File: src/rtl/bomr_pkg.sv
package bomr_pkg;
  localparam int unsigned BYTE_W = 8;
  localparam logic [BYTE_W-1:0] FLAG_PAT  = 8'h7E;
  localparam logic [BYTE_W-1:0] STAT_CODE = 8'h40;

  typedef enum logic {
    SLOT_SYNC = 1'b0,
    SLOT_DATA = 1'b1
  } slot_e;
endpackage

File: src/rtl/bomr_detect.sv
module bomr_detect
  import bomr_pkg::*;
#(
  parameter int unsigned RUN_LEN = 8
) (
  input  logic clk,
  input  logic rst_n,
  input  logic clr,
  input  logic bit_valid,
  input  logic bit_in,
  output logic run_hit,
  output logic flag_hit
);
  localparam int unsigned RUN_W = $clog2(RUN_LEN + 1);
  localparam logic [RUN_W-1:0] RUN_MAX = RUN_W'(RUN_LEN);
  localparam logic [RUN_W-1:0] RUN_PRE = RUN_W'(RUN_LEN - 1);

  logic [RUN_W-1:0]  run_q, run_d;
  logic [BYTE_W-1:0] sr_q, sr_d;
  logic              en;

  assign en = clr | bit_valid;

  always_comb begin
    run_d = run_q;
    sr_d  = sr_q;
    if (clr) begin
      run_d = '0;
      sr_d  = '0;
    end else if (bit_valid) begin
      sr_d = {sr_q[BYTE_W-2:0], bit_in};
      if (!bit_in)               run_d = '0;
      else if (run_q != RUN_MAX) run_d = run_q + 1'b1;
    end
  end

  always_ff @(posedge clk or negedge rst_n) begin
    if (!rst_n) begin
      run_q <= '0;
      sr_q  <= '0;
    end else if (en) begin
      run_q <= run_d;
      sr_q  <= sr_d;
    end
  end

  assign run_hit  = ~clr & bit_valid & bit_in & (run_q >= RUN_PRE);
  assign flag_hit = ~clr & bit_valid & ({sr_q[BYTE_W-2:0], bit_in} == FLAG_PAT);


  hit_needs_one_chk: assert property (@(posedge clk) disable iff (!rst_n)
    run_hit |-> (bit_in && !flag_hit));
endmodule

File: src/rtl/bomr_mode.sv
module bomr_mode #(
  parameter int unsigned LOSS_WIN = 32
) (
  input  logic clk,
  input  logic rst_n,
  input  logic clr,
  input  logic bit_valid,
  input  logic run_hit,
  input  logic flag_hit,
  output logic msg_o,
  output logic enter_o,
  output logic leave_o,
  output logic irq_loss_o
);
  localparam int unsigned WIN_W = $clog2(LOSS_WIN + 1);
  localparam logic [WIN_W-1:0] WIN_MAX  = WIN_W'(LOSS_WIN);
  localparam logic [WIN_W-1:0] WIN_LAST = WIN_W'(LOSS_WIN - 1);

  logic             msg_q, msg_d;
  logic [WIN_W-1:0] win_q, win_d;
  logic             irq_q, irq_d;

  assign enter_o = ~msg_q & run_hit;
  assign leave_o = msg_q & flag_hit;

  always_comb begin
    msg_d = msg_q;
    win_d = win_q;
    irq_d = 1'b0;
    if (clr) begin
      msg_d = 1'b0;
      win_d = '0;
    end else if (enter_o) begin
      msg_d = 1'b1;
      win_d = '0;
    end else if (leave_o) begin
      msg_d = 1'b0;
      win_d = '0;
    end else if (msg_q && bit_valid) begin
      if (run_hit) begin
        win_d = '0;
      end else if (win_q != WIN_MAX) begin
        win_d = win_q + 1'b1;
        irq_d = (win_q == WIN_LAST);
      end
    end
  end

  always_ff @(posedge clk or negedge rst_n) begin
    if (!rst_n) begin
      msg_q <= 1'b0;
      win_q <= '0;
      irq_q <= 1'b0;
    end else begin
      msg_q <= msg_d;
      win_q <= win_d;
      irq_q <= irq_d;
    end
  end

  assign msg_o      = msg_q;
  assign irq_loss_o = irq_q;


  loss_in_msg_chk: assert property (@(posedge clk) disable iff (!rst_n)
    irq_q |-> msg_q);

  loss_single_chk: assert property (@(posedge clk) disable iff (!rst_n)
    irq_q |=> !irq_q);

  clr_to_hdlc_chk: assert property (@(posedge clk) disable iff (!rst_n)
    clr |=> (!msg_q && !irq_q));
endmodule

File: src/rtl/bomr_sampler.sv
module bomr_sampler
  import bomr_pkg::*;
(
  input  logic              clk,
  input  logic              rst_n,
  input  logic              clr,
  input  logic              start,
  input  logic              active,
  input  logic              bit_valid,
  input  logic              bit_in,
  input  logic              run_hit,
  output logic              store_o,
  output logic [BYTE_W-1:0] byte_o
);
  localparam int unsigned CNT_W = $clog2(BYTE_W);
  localparam logic [CNT_W-1:0] CNT_LAST = CNT_W'(BYTE_W - 1);

  slot_e             slot_q, slot_d;
  logic [CNT_W-1:0]  cnt_q, cnt_d;
  logic [BYTE_W-1:0] byte_q, byte_d;
  logic              store;

  always_comb begin
    slot_d = slot_q;
    cnt_d  = cnt_q;
    byte_d = byte_q;
    store  = 1'b0;
    if (clr || start) begin
      slot_d = SLOT_DATA;
      cnt_d  = '0;
    end else if (active && bit_valid) begin
      if (run_hit) begin
        slot_d = SLOT_DATA;
        cnt_d  = '0;
      end else begin
        byte_d = {bit_in, byte_q[BYTE_W-1:1]};
        if (cnt_q == CNT_LAST) begin
          cnt_d = '0;
          if (slot_q == SLOT_DATA) begin
            if (!byte_d[0] && !byte_d[BYTE_W-1]) begin
              store  = 1'b1;
              slot_d = SLOT_SYNC;
            end else if (byte_d[0] && byte_d[BYTE_W-1]) begin
              slot_d = SLOT_DATA;
            end else begin
              slot_d = SLOT_SYNC;
            end
          end else begin
            slot_d = SLOT_DATA;
          end
        end else begin
          cnt_d = cnt_q + 1'b1;
        end
      end
    end
  end

  always_ff @(posedge clk or negedge rst_n) begin
    if (!rst_n) begin
      slot_q <= SLOT_DATA;
      cnt_q  <= '0;
      byte_q <= '0;
    end else begin
      slot_q <= slot_d;
      cnt_q  <= cnt_d;
      byte_q <= byte_d;
    end
  end

  assign store_o = store;
  assign byte_o  = byte_d;


  store_only_active_chk: assert property (@(posedge clk) disable iff (!rst_n)
    store_o |-> (active && bit_valid && !run_hit));

  realign_chk: assert property (@(posedge clk) disable iff (!rst_n)
    (active && run_hit && !clr) |=> (cnt_q == '0 && slot_q == SLOT_DATA));
endmodule

File: src/rtl/bomr_packer.sv
module bomr_packer
  import bomr_pkg::*;
#(
  parameter int unsigned PKT_LEN = 10
) (
  input  logic              clk,
  input  logic              rst_n,
  input  logic              clr,
  input  logic              drop,
  input  logic              store_i,
  input  logic [BYTE_W-1:0] byte_i,
  output logic              wr_en_o,
  output logic [BYTE_W-1:0] wr_data_o,
  output logic              wr_stat_o,
  output logic              irq_end_o
);
  localparam int unsigned PKT_W = $clog2(PKT_LEN);
  localparam logic [PKT_W-1:0] PKT_LAST = PKT_W'(PKT_LEN - 1);

  logic [PKT_W-1:0]  cnt_q, cnt_d;
  logic              pend_q, pend_d;
  logic              wen_q, wen_d;
  logic [BYTE_W-1:0] wdat_q, wdat_d;
  logic              wst_q, wst_d;
  logic              irq_q, irq_d;

  always_comb begin
    cnt_d  = cnt_q;
    pend_d = pend_q;
    wen_d  = 1'b0;
    wdat_d = wdat_q;
    wst_d  = 1'b0;
    irq_d  = 1'b0;
    if (clr) begin
      cnt_d  = '0;
      pend_d = 1'b0;
    end else begin
      if (pend_q) begin
        wen_d  = 1'b1;
        wdat_d = STAT_CODE;
        wst_d  = 1'b1;
        irq_d  = 1'b1;
        pend_d = 1'b0;
      end
      if (store_i) begin
        wen_d  = 1'b1;
        wdat_d = byte_i;
        wst_d  = 1'b0;
        if (cnt_q == PKT_LAST) begin
          cnt_d  = '0;
          pend_d = 1'b1;
        end else begin
          cnt_d = cnt_q + 1'b1;
        end
      end else if (drop) begin
        cnt_d = '0;
      end
    end
  end

  always_ff @(posedge clk or negedge rst_n) begin
    if (!rst_n) begin
      cnt_q  <= '0;
      pend_q <= 1'b0;
      wen_q  <= 1'b0;
      wdat_q <= '0;
      wst_q  <= 1'b0;
      irq_q  <= 1'b0;
    end else begin
      cnt_q  <= cnt_d;
      pend_q <= pend_d;
      wen_q  <= wen_d;
      wdat_q <= wdat_d;
      wst_q  <= wst_d;
      irq_q  <= irq_d;
    end
  end

  assign wr_en_o   = wen_q;
  assign wr_data_o = wdat_q;
  assign wr_stat_o = wst_q;
  assign irq_end_o = irq_q;


  status_follows_data_chk: assert property (@(posedge clk) disable iff (!rst_n)
    wst_q |-> $past(wen_q && !wst_q));

  no_collide_chk: assert property (@(posedge clk) disable iff (!rst_n)
    !(pend_q && store_i));

  irq_with_status_chk: assert property (@(posedge clk) disable iff (!rst_n)
    irq_q |-> (wen_q && wst_q));

  data_shape_chk: assert property (@(posedge clk) disable iff (!rst_n)
    (wen_q && !wst_q) |-> (!wdat_q[0] && !wdat_q[BYTE_W-1]));
endmodule

File: src/rtl/bom_receiver.sv
module bom_receiver
  import bomr_pkg::*;
#(
  parameter int unsigned RUN_LEN  = 8,
  parameter int unsigned LOSS_WIN = 32,
  parameter int unsigned PKT_LEN  = 10
) (
  input  logic              clk,
  input  logic              rst_n,
  input  logic              soft_rst,
  input  logic              bit_in,
  input  logic              bit_valid,
  output logic              mode_msg,
  output logic              wr_en,
  output logic [BYTE_W-1:0] wr_data,
  output logic              wr_status,
  output logic              irq_sync_loss,
  output logic              irq_msg_end
);
  logic              rst_meta, rst_sync;
  logic              run_hit, flag_hit;
  logic              msg, enter, leave;
  logic              store;
  logic [BYTE_W-1:0] cap_byte;

  always_ff @(posedge clk or negedge rst_n) begin
    if (!rst_n) begin
      rst_meta <= 1'b0;
      rst_sync <= 1'b0;
    end else begin
      rst_meta <= 1'b1;
      rst_sync <= rst_meta;
    end
  end

  bomr_detect #(.RUN_LEN(RUN_LEN)) u_detect (
    .clk      (clk),
    .rst_n    (rst_sync),
    .clr      (soft_rst),
    .bit_valid(bit_valid),
    .bit_in   (bit_in),
    .run_hit  (run_hit),
    .flag_hit (flag_hit)
  );

  bomr_mode #(.LOSS_WIN(LOSS_WIN)) u_mode (
    .clk       (clk),
    .rst_n     (rst_sync),
    .clr       (soft_rst),
    .bit_valid (bit_valid),
    .run_hit   (run_hit),
    .flag_hit  (flag_hit),
    .msg_o     (msg),
    .enter_o   (enter),
    .leave_o   (leave),
    .irq_loss_o(irq_sync_loss)
  );

  bomr_sampler u_sampler (
    .clk      (clk),
    .rst_n    (rst_sync),
    .clr      (soft_rst),
    .start    (enter),
    .active   (msg & ~leave),
    .bit_valid(bit_valid),
    .bit_in   (bit_in),
    .run_hit  (run_hit),
    .store_o  (store),
    .byte_o   (cap_byte)
  );

  bomr_packer #(.PKT_LEN(PKT_LEN)) u_packer (
    .clk      (clk),
    .rst_n    (rst_sync),
    .clr      (soft_rst),
    .drop     (leave),
    .store_i  (store),
    .byte_i   (cap_byte),
    .wr_en_o  (wr_en),
    .wr_data_o(wr_data),
    .wr_stat_o(wr_status),
    .irq_end_o(irq_msg_end)
  );

  assign mode_msg = msg;


  flag_no_write_chk: assert property (@(posedge clk) disable iff (!rst_sync)
    leave |=> (!msg && !(wr_en && !wr_status)));
endmodule

File: config.mk
export PLATFORM = sky130hd
export DESIGN_NAME = bom_receiver
export DESIGN_NICKNAME = d
export VERILOG_FILES = /design/src/rtl/bomr_pkg.sv /design/src/rtl/bomr_detect.sv /design/src/rtl/bomr_mode.sv /design/src/rtl/bomr_sampler.sv /design/src/rtl/bomr_packer.sv /design/src/rtl/bom_receiver.sv
export SDC_FILE = /design/constraint.sdc
export NUM_CORES = 1
export LEC_CHECK = 0
export BUFFER_PORTS_ARGS = -buffer_cell sky130_fd_sc_hd__buf_2
export CORE_ASPECT_RATIO = 0.9
export CORE_MARGIN = 2
export CORE_UTILIZATION = 55
export DETAILED_ROUTE_END_ITERATION = 8
export PLACE_DENSITY = 0.74
export SYNTH_ARGS = -nofsm -noshare
export SYNTH_HDL_FRONTEND = slang
export SYNTH_SLANG_ARGS = --single-unit
File: constraint.sdc
create_clock -name clk -period 3 [get_ports clk]
set_clock_uncertainty 0.1 [all_clocks]
set_input_delay 0.15 -clock clk [delete_from_list [all_inputs] [get_ports clk]]
set_output_delay 0.15 -clock clk [all_outputs]
set_load 0.05 [all_outputs]
==> metrics.txt, run 1 <==
maximum clock frequency 422 MHz; Met2 Routed Length 1880 microns; largest net degree at the start of global routing 47; Switch Pwr 0.249 mW; Die ar. 4610 sq um; final instance area 2460 sq um; row count 22; Wirelength per Cell 14.5 microns; Syn Std Cell Area 2250 sq um; most common cell after layout, fill and taps aside dfrtp_1; Tot Pwr 1.12 mW; top_reg_cell synth dfrtp_1; H-tree depth 2; count of cell types in the netlist 47; post-synthesis sequential area ratio 53.5%; post-synth top area cell dfrtp_1; most frequent cells in the layout 46 x dfrtp_1, 21 x nand2_1, 20 x nor2_1; Slew Limit Fails 0; Mean Syn Cell Area 10.7 sq um; Antenna diodes 0; initial antenna violation count 0; setup violators final 0; Yosys reg bits 48; top post-synthesis cells by area dfrtp_1 52%, ha_1 4.5%, mux2i_1 3.6%; top-area cell type share of the netlist area 52.4%; combinational power share 4.6%; asr flop ratio synth 100%; CTS buffer count 5; TritonRoute pass-1 iters 4; Initial Utilization 56.3%; Mapped Cells 210; Slew HR 35.7%; number of nets in the layout 240; Filler cells 332; Leakage Power 1.26 nW; post-layout min period 2.37 ns; number of global-route vias before repair 1546; antenna viol nets, final 0; power per cell area 455 nW/um^2; met1 WL 1950 microns; CTS Sinks 48; Worst setup EP type flop; Gates resized, CTS repair 0; Ys Warns 0; die width 71.4 microns; crit path DAT 2.45 ns; gr ovfl total 0; Reg clk slew, reported paths 0.08 ns; outcome complete, no violations; clock root buffer clkbuf_8; WL final 4010 microns; period utilization 79.1%; VDD IR-drop max 0.318 mV; Detail Placement HPWL 2820 microns; met3 wire len 129 microns; sequential share of power 60.5%; CP Max Fanout 8; Sum Neg Setup Slack 0 ns; share of cells above drive strength 1 16.7%; WS Path Type flop to flop; Post-Syn Nets 223; Cell Int Power 0.868 mW; gpl congestion 0.792; number of synthesized flops with an enable pin 0; Via density 5.72; highest routed layer met4; number of remaining DRC errors 0; GRT Overall Usage 19.9%; CTS tree done; Max Cap Viol 0; Area Growth Syn to Fin 9.47%; Die Ht 64.6 microns; Placed Area 2350 sq um; Fin. Hold Viols 0; Worst Max-Slew Pin Slew 0.965 ns; Clock Latency Late Sink 0.29 ns; clock buffer depth 2; Post CTS Setup Buffer Count 0; first-pass GRT wire length 7180 microns; Switching Fraction 22.3%; RSZ-0062 raised after global routing false; HP Class input port to async pin; Place WS 0.640 ns; Port-buffer cells 17; startpoint types flop; share of total power in the clock network 34.9%; IO Count 18; DR vias 1578; Setup WS post-layout 0.628 ns; CORE AREA 3990 sq um; worst path required time 3.08 ns; drt first-iter violations 84
-- cells by family (layout without fill, tap and decap cells) --
group	after synthesis	count (layout)	share of synthesized area [%]
muxes	17	17	8.41
other	1	1	0.167
AOI/OAI and AO/OA	29	29	8.80
DFF	48	48	53.5
adders and majority gates	8	8	4.46
and+or+nand+nor	82	82	19.0
buffers and inverters	20	38	3.68
xor gates and xnor gates	5	5	1.95
-- critical path, stage by stage (launching register included) --
cell and delay [ns]:
dfrtp_1 0.42, ha_1 0.24, a21oi_1 0.30, o21ai_1 0.22
nor2b_1 0.56, mux2_2 0.41
-- area by class of cell --
class	count	area (sq um)	area share [%]
timing repair buffer	18	95.1	3.87
clock buffer	7	86.3	3.51
clock inverter	1	7.51	0.305
inverter	12	45.0	1.83
tap	48	60.1	2.44
sequential	48	1200	49.0
multi-input combinational	142	961	39.1
-- cell usage after synthesis (2+ instances only) --
| master | instances |
|---|---|
| and3_1 | 4 |
| nor2_1 | 20 |
| buf_2 | 3 |
| nand3_1 | 11 |
| nand4b_1 | 2 |
| xor2_1 | 3 |
| nand2b_1 | 2 |
| clkbuf_1 | 3 |
| mux2_4 | 2 |
| nand3b_1 | 3 |
| a31oi_1 | 3 |
| or3_1 | 2 |
| xnor2_1 | 2 |
| o211ai_1 | 4 |
| inv_1 | 12 |
| o21ai_0 | 5 |
| nor2b_1 | 2 |
| ha_1 | 8 |
| mux2i_1 | 8 |
| mux2_2 | 7 |
| o211a_1 | 2 |
| a21oi_1 | 6 |
| nand4_1 | 5 |
| nor3_1 | 2 |
| dfrtp_1 | 47 |
| nand2_1 | 21 |
-- sequential cells by signal, indices dropped and copies added, names as in the netlist --
signal and count:
u_packer.wr_en_o 1, rst_meta 1, u_mode.win_q 6, u_packer.cnt_q 4
u_detect.run_q 4, u_packer.wr_data_o 8, rst_sync 1, u_packer.pend_q 1
u_sampler.cnt_q 3, u_packer.irq_end_o 1, u_mode.irq_loss_o 1, u_mode.msg_o 1
u_sampler.byte_q 7, u_sampler.slot_q 1, u_detect.sr_q 7, u_packer.wr_stat_o 1
-- path summary, 6_finish.rpt --
kind | slack (ns) | cells past startpoint | to | from
max | 0.63 | 5 | u_sampler.byte_q[6] | u_detect.run_q[0]
max in group asynchronous | 1.88 | 0 | u_sampler.byte_q[2] | rst_sync
min in group clk | 0.13 | 3 | u_detect.run_q[0] | bit_in
max reg2reg | 0.63 | 5 | u_sampler.byte_q[6] | u_detect.run_q[0]
min reg2reg | 0.27 | 0 | rst_sync | rst_meta
min | 0.07 | 2 | rst_sync | rst_n
-- metal layers --
layer / GRT usage (%) / vias up
li1: - / 764
met1: 27.8 / 786
met2: 31.3 / 21
met3: 3.89 / 7
met4: 6.84 / 0
met5: 0 / -
-- power groups by stage --
stage	combinational [mW]	sequential (mW)	clock, mW
3_3_place_gp	0.0490	0.689	0
6_report	0.0513	0.676	0.390
5_1_grt	0.0594	0.680	0.427
4_1_cts	0.0516	0.677	0.397
2_1_floorplan	0.0396	0.684	0
3_5_place_dp	0.0506	0.690	0
-- timing repair --
item                                    in CTS  in global routing
endpoints found under the setup margin       0                  0
hold endpoints to repair                     2                  0
hold buffers                                 1                  0
-- per-stage QoR --
stage / std cells / util, % / hold WS, ns
detailed placement: 267 / 59.0 / -0.162
finish: 276 / 61.6 / 0.0674
global placement: 267 / 59.0 / -0.165
global route: 276 / 61.6 / 0.0597
floorplan: 210 / - / -0.246
CTS: 276 / 61.6 / 0.0572
Note: power is estimated with default switching activity, not from simulation.
==> inputs of run 2 (changes only) <==
Settings changed: CORE_UTILIZATION 55 to 53, PLACE_DENSITY 0.74 to 0.75.
Clock period 3 ns to 2.1 ns, I/O delays scaled along.
==> metrics.txt, run 2 (synthesized netlist as in run 1, its figures left out) <==
CORE AREA 4070 sq um (was 3990 sq um); Die Ht 65.8 microns (was 64.6 microns); share of cells above drive strength 1 19.1% (was 16.7%); Via density 5.61 (was 5.72); HP Class input port to async pin (unchanged); Wirelength per Cell 14.9 microns (was 14.5 microns); Largest register FFs 8 (unchanged); CTS buffer count 5 (unchanged); highest routed layer met4 (unchanged); Tot Pwr 1.61 mW (was 1.12 mW); number of remaining DRC errors 0 (unchanged); DR vias 1587 (was 1578); Slew HR 62.2% (was 35.7%); Post CTS Setup Buffer Count 0 (unchanged); setup violators final 0 (unchanged); Port-buffer cells 17 (unchanged); antenna viol nets, final 0 (unchanged); reg2reg start u_detect.run_q[0] (unchanged); WS Path Type flop to flop (unchanged); row count 22 (unchanged); RSZ-0062 raised after global routing false (unchanged); power per cell area 642 nW/um^2 (was 455 nW/um^2); internal reg-to-reg setup slack 0.11 ns (was 0.63 ns); Worst setup EP type flop (unchanged); Leakage Power 1.30 nW (was 1.26 nW); most frequent cells in the layout 46 x dfrtp_1, 21 x nand2_1, 20 x nor2_1 (unchanged); Max Cap Viol 0 (unchanged); die width 72.6 microns (was 71.4 microns); worst path required time 2.16 ns (was 3.08 ns); most common cell after layout, fill and taps aside dfrtp_1 (unchanged); Reg clk slew, reported paths 0.09 ns (was 0.08 ns); Filler cells 337 (was 332); Detail Placement HPWL 2980 microns (was 2820 microns); CP Max Fanout 8 (unchanged); TritonRoute pass-1 iters 5 (was 4); VDD IR-drop max 0.504 mV (was 0.318 mV); gpl congestion 0.803 (was 0.792); crit path buf inv count 1 (was 0); crit path DAT 2.06 ns (was 2.45 ns); startpoint types flop (unchanged); outcome complete, no violations (unchanged); gr ovfl total 0 (unchanged); clock buffer depth 2 (unchanged); WL final 4220 microns (was 4010 microns); worst-path cell chain ha_1, a21oi_1, o21ai_1, nor2b_1, buf_4, nor4b_1 (was ha_1, a21oi_1, o21ai_1, nor2b_1, mux2_2); H-tree depth 2 (unchanged); Initial Utilization 55.1% (was 56.3%); first-pass GRT wire length 7490 microns (was 7180 microns); IO Count 18 (unchanged); Placed Area 2410 sq um (was 2350 sq um); met3 wire len 162 microns (was 129 microns); initial antenna violation count 0 (unchanged); Worst Max-Slew Pin Slew 0.567 ns (was 0.965 ns); critical path's top delay family simple AND/OR/NAND/NOR gates (unchanged); hold_ws 0.0141 ns (was 0.0674 ns); Clock Latency Late Sink 0.29 ns (about the same); clock root buffer clkbuf_8 (unchanged); cells on worst reg2reg path 6 (was 5); CTS tree done (unchanged); Sum Neg Setup Slack 0 ns (unchanged); Die ar. 4770 sq um (was 4610 sq um); Fin. Hold Viols 0 (unchanged); largest net degree at the start of global routing 47 (unchanged); Gates resized, CTS repair 0 (unchanged); final instance area 2510 sq um (was 2460 sq um); number of global-route vias before repair 1589 (was 1546); r2r endpoint u_mode.irq_loss_o (was u_sampler.byte_q[6]); GRT Overall Usage 20.4% (was 19.9%); Area Growth Syn to Fin 11.8% (was 9.47%); slowest library cell on the worst path dfrtp_1 (was nor2b_1); period utilization 94.9% (was 79.1%); CTS Sinks 48 (unchanged); maximum clock frequency 502 MHz (was 422 MHz); crit-path max cell delay 0.42 ns (was 0.56 ns); Final Util 61.6% (about the same); post-layout min period 1.99 ns (was 2.37 ns); Met2 Routed Length 2040 microns (was 1880 microns); drt first-iter violations 121 (was 84); Slew Limit Fails 0 (unchanged); number of nets in the layout 247 (was 240); Antenna diodes 0 (unchanged); met1 WL 2010 microns (was 1950 microns)
-- run 2: cell count changes in the layout (fill, tap and decap cells not counted) --
cell / before / now
buf_4: 0 / 7
-- run 2: worst max path at each step --
stage                 startpoint                  end  slack [ns]  cells past startpoint
4_1_cts        u_detect.run_q[0]   u_sampler.cnt_q[0]        0.12                      5
5_1_grt        u_detect.run_q[0]    u_mode.irq_loss_o       0.003                      6
6_report       u_detect.run_q[0]    u_mode.irq_loss_o        0.11                      6
2_1_floorplan       u_mode.msg_o  u_sampler.byte_q[1]        0.18                      5
3_3_place_gp   u_detect.run_q[0]   u_sampler.cnt_q[0]        0.22                      5
3_5_place_dp   u_detect.run_q[0]  u_sampler.byte_q[6]        0.18                      6
-- run 2: stage by stage --
step / worst slack, ns / cells
6_report: 0.107 / 283
5_1_grt: 0.00291 / 283
3_3_place_gp: 0.224 / 274
4_1_cts: 0.115 / 283
3_5_place_dp: 0.178 / 274
2_1_floorplan: 0.181 / 210
-- run 2: timing repair --
| item | in CTS | in global routing |
|---|---|---|
| hold buffers | 1 | 0 |
| setup endpoints to repair | 0 | 0 |
| endpoints found under the hold margin | 2 | 0 |
-- run 2: layer usage --
layer  global-route usage [%]  vias to the layer above
li1                         -                      778
met1                     28.1                      774
met2                     33.2                       33
met3                     4.75                        2
met4                     3.94                        0
met5                        0                        -
-- run 2: report_power, final --
group | total, mW | switching (mW) | internal (mW)
sequential | 0.949 | 0.0107 | 0.938
combinational | 0.0955 | 0.0558 | 0.0397
clock | 0.568 | 0.300 | 0.268
total | 1.61 | 0.366 | 1.25
-- run 2: final cells by class --
| class | instances | area, sq um | area share, % |
|---|---|---|---|
| clock buffer | 7 | 86.3 | 3.44 |
| clock inverter | 1 | 7.51 | 0.299 |
| inverter | 12 | 45.0 | 1.79 |
| multi-input combinational | 142 | 961 | 38.3 |
| sequential | 48 | 1200 | 47.9 |
| tap | 48 | 60.1 | 2.39 |
| timing repair buffer | 25 | 148 | 5.88 |
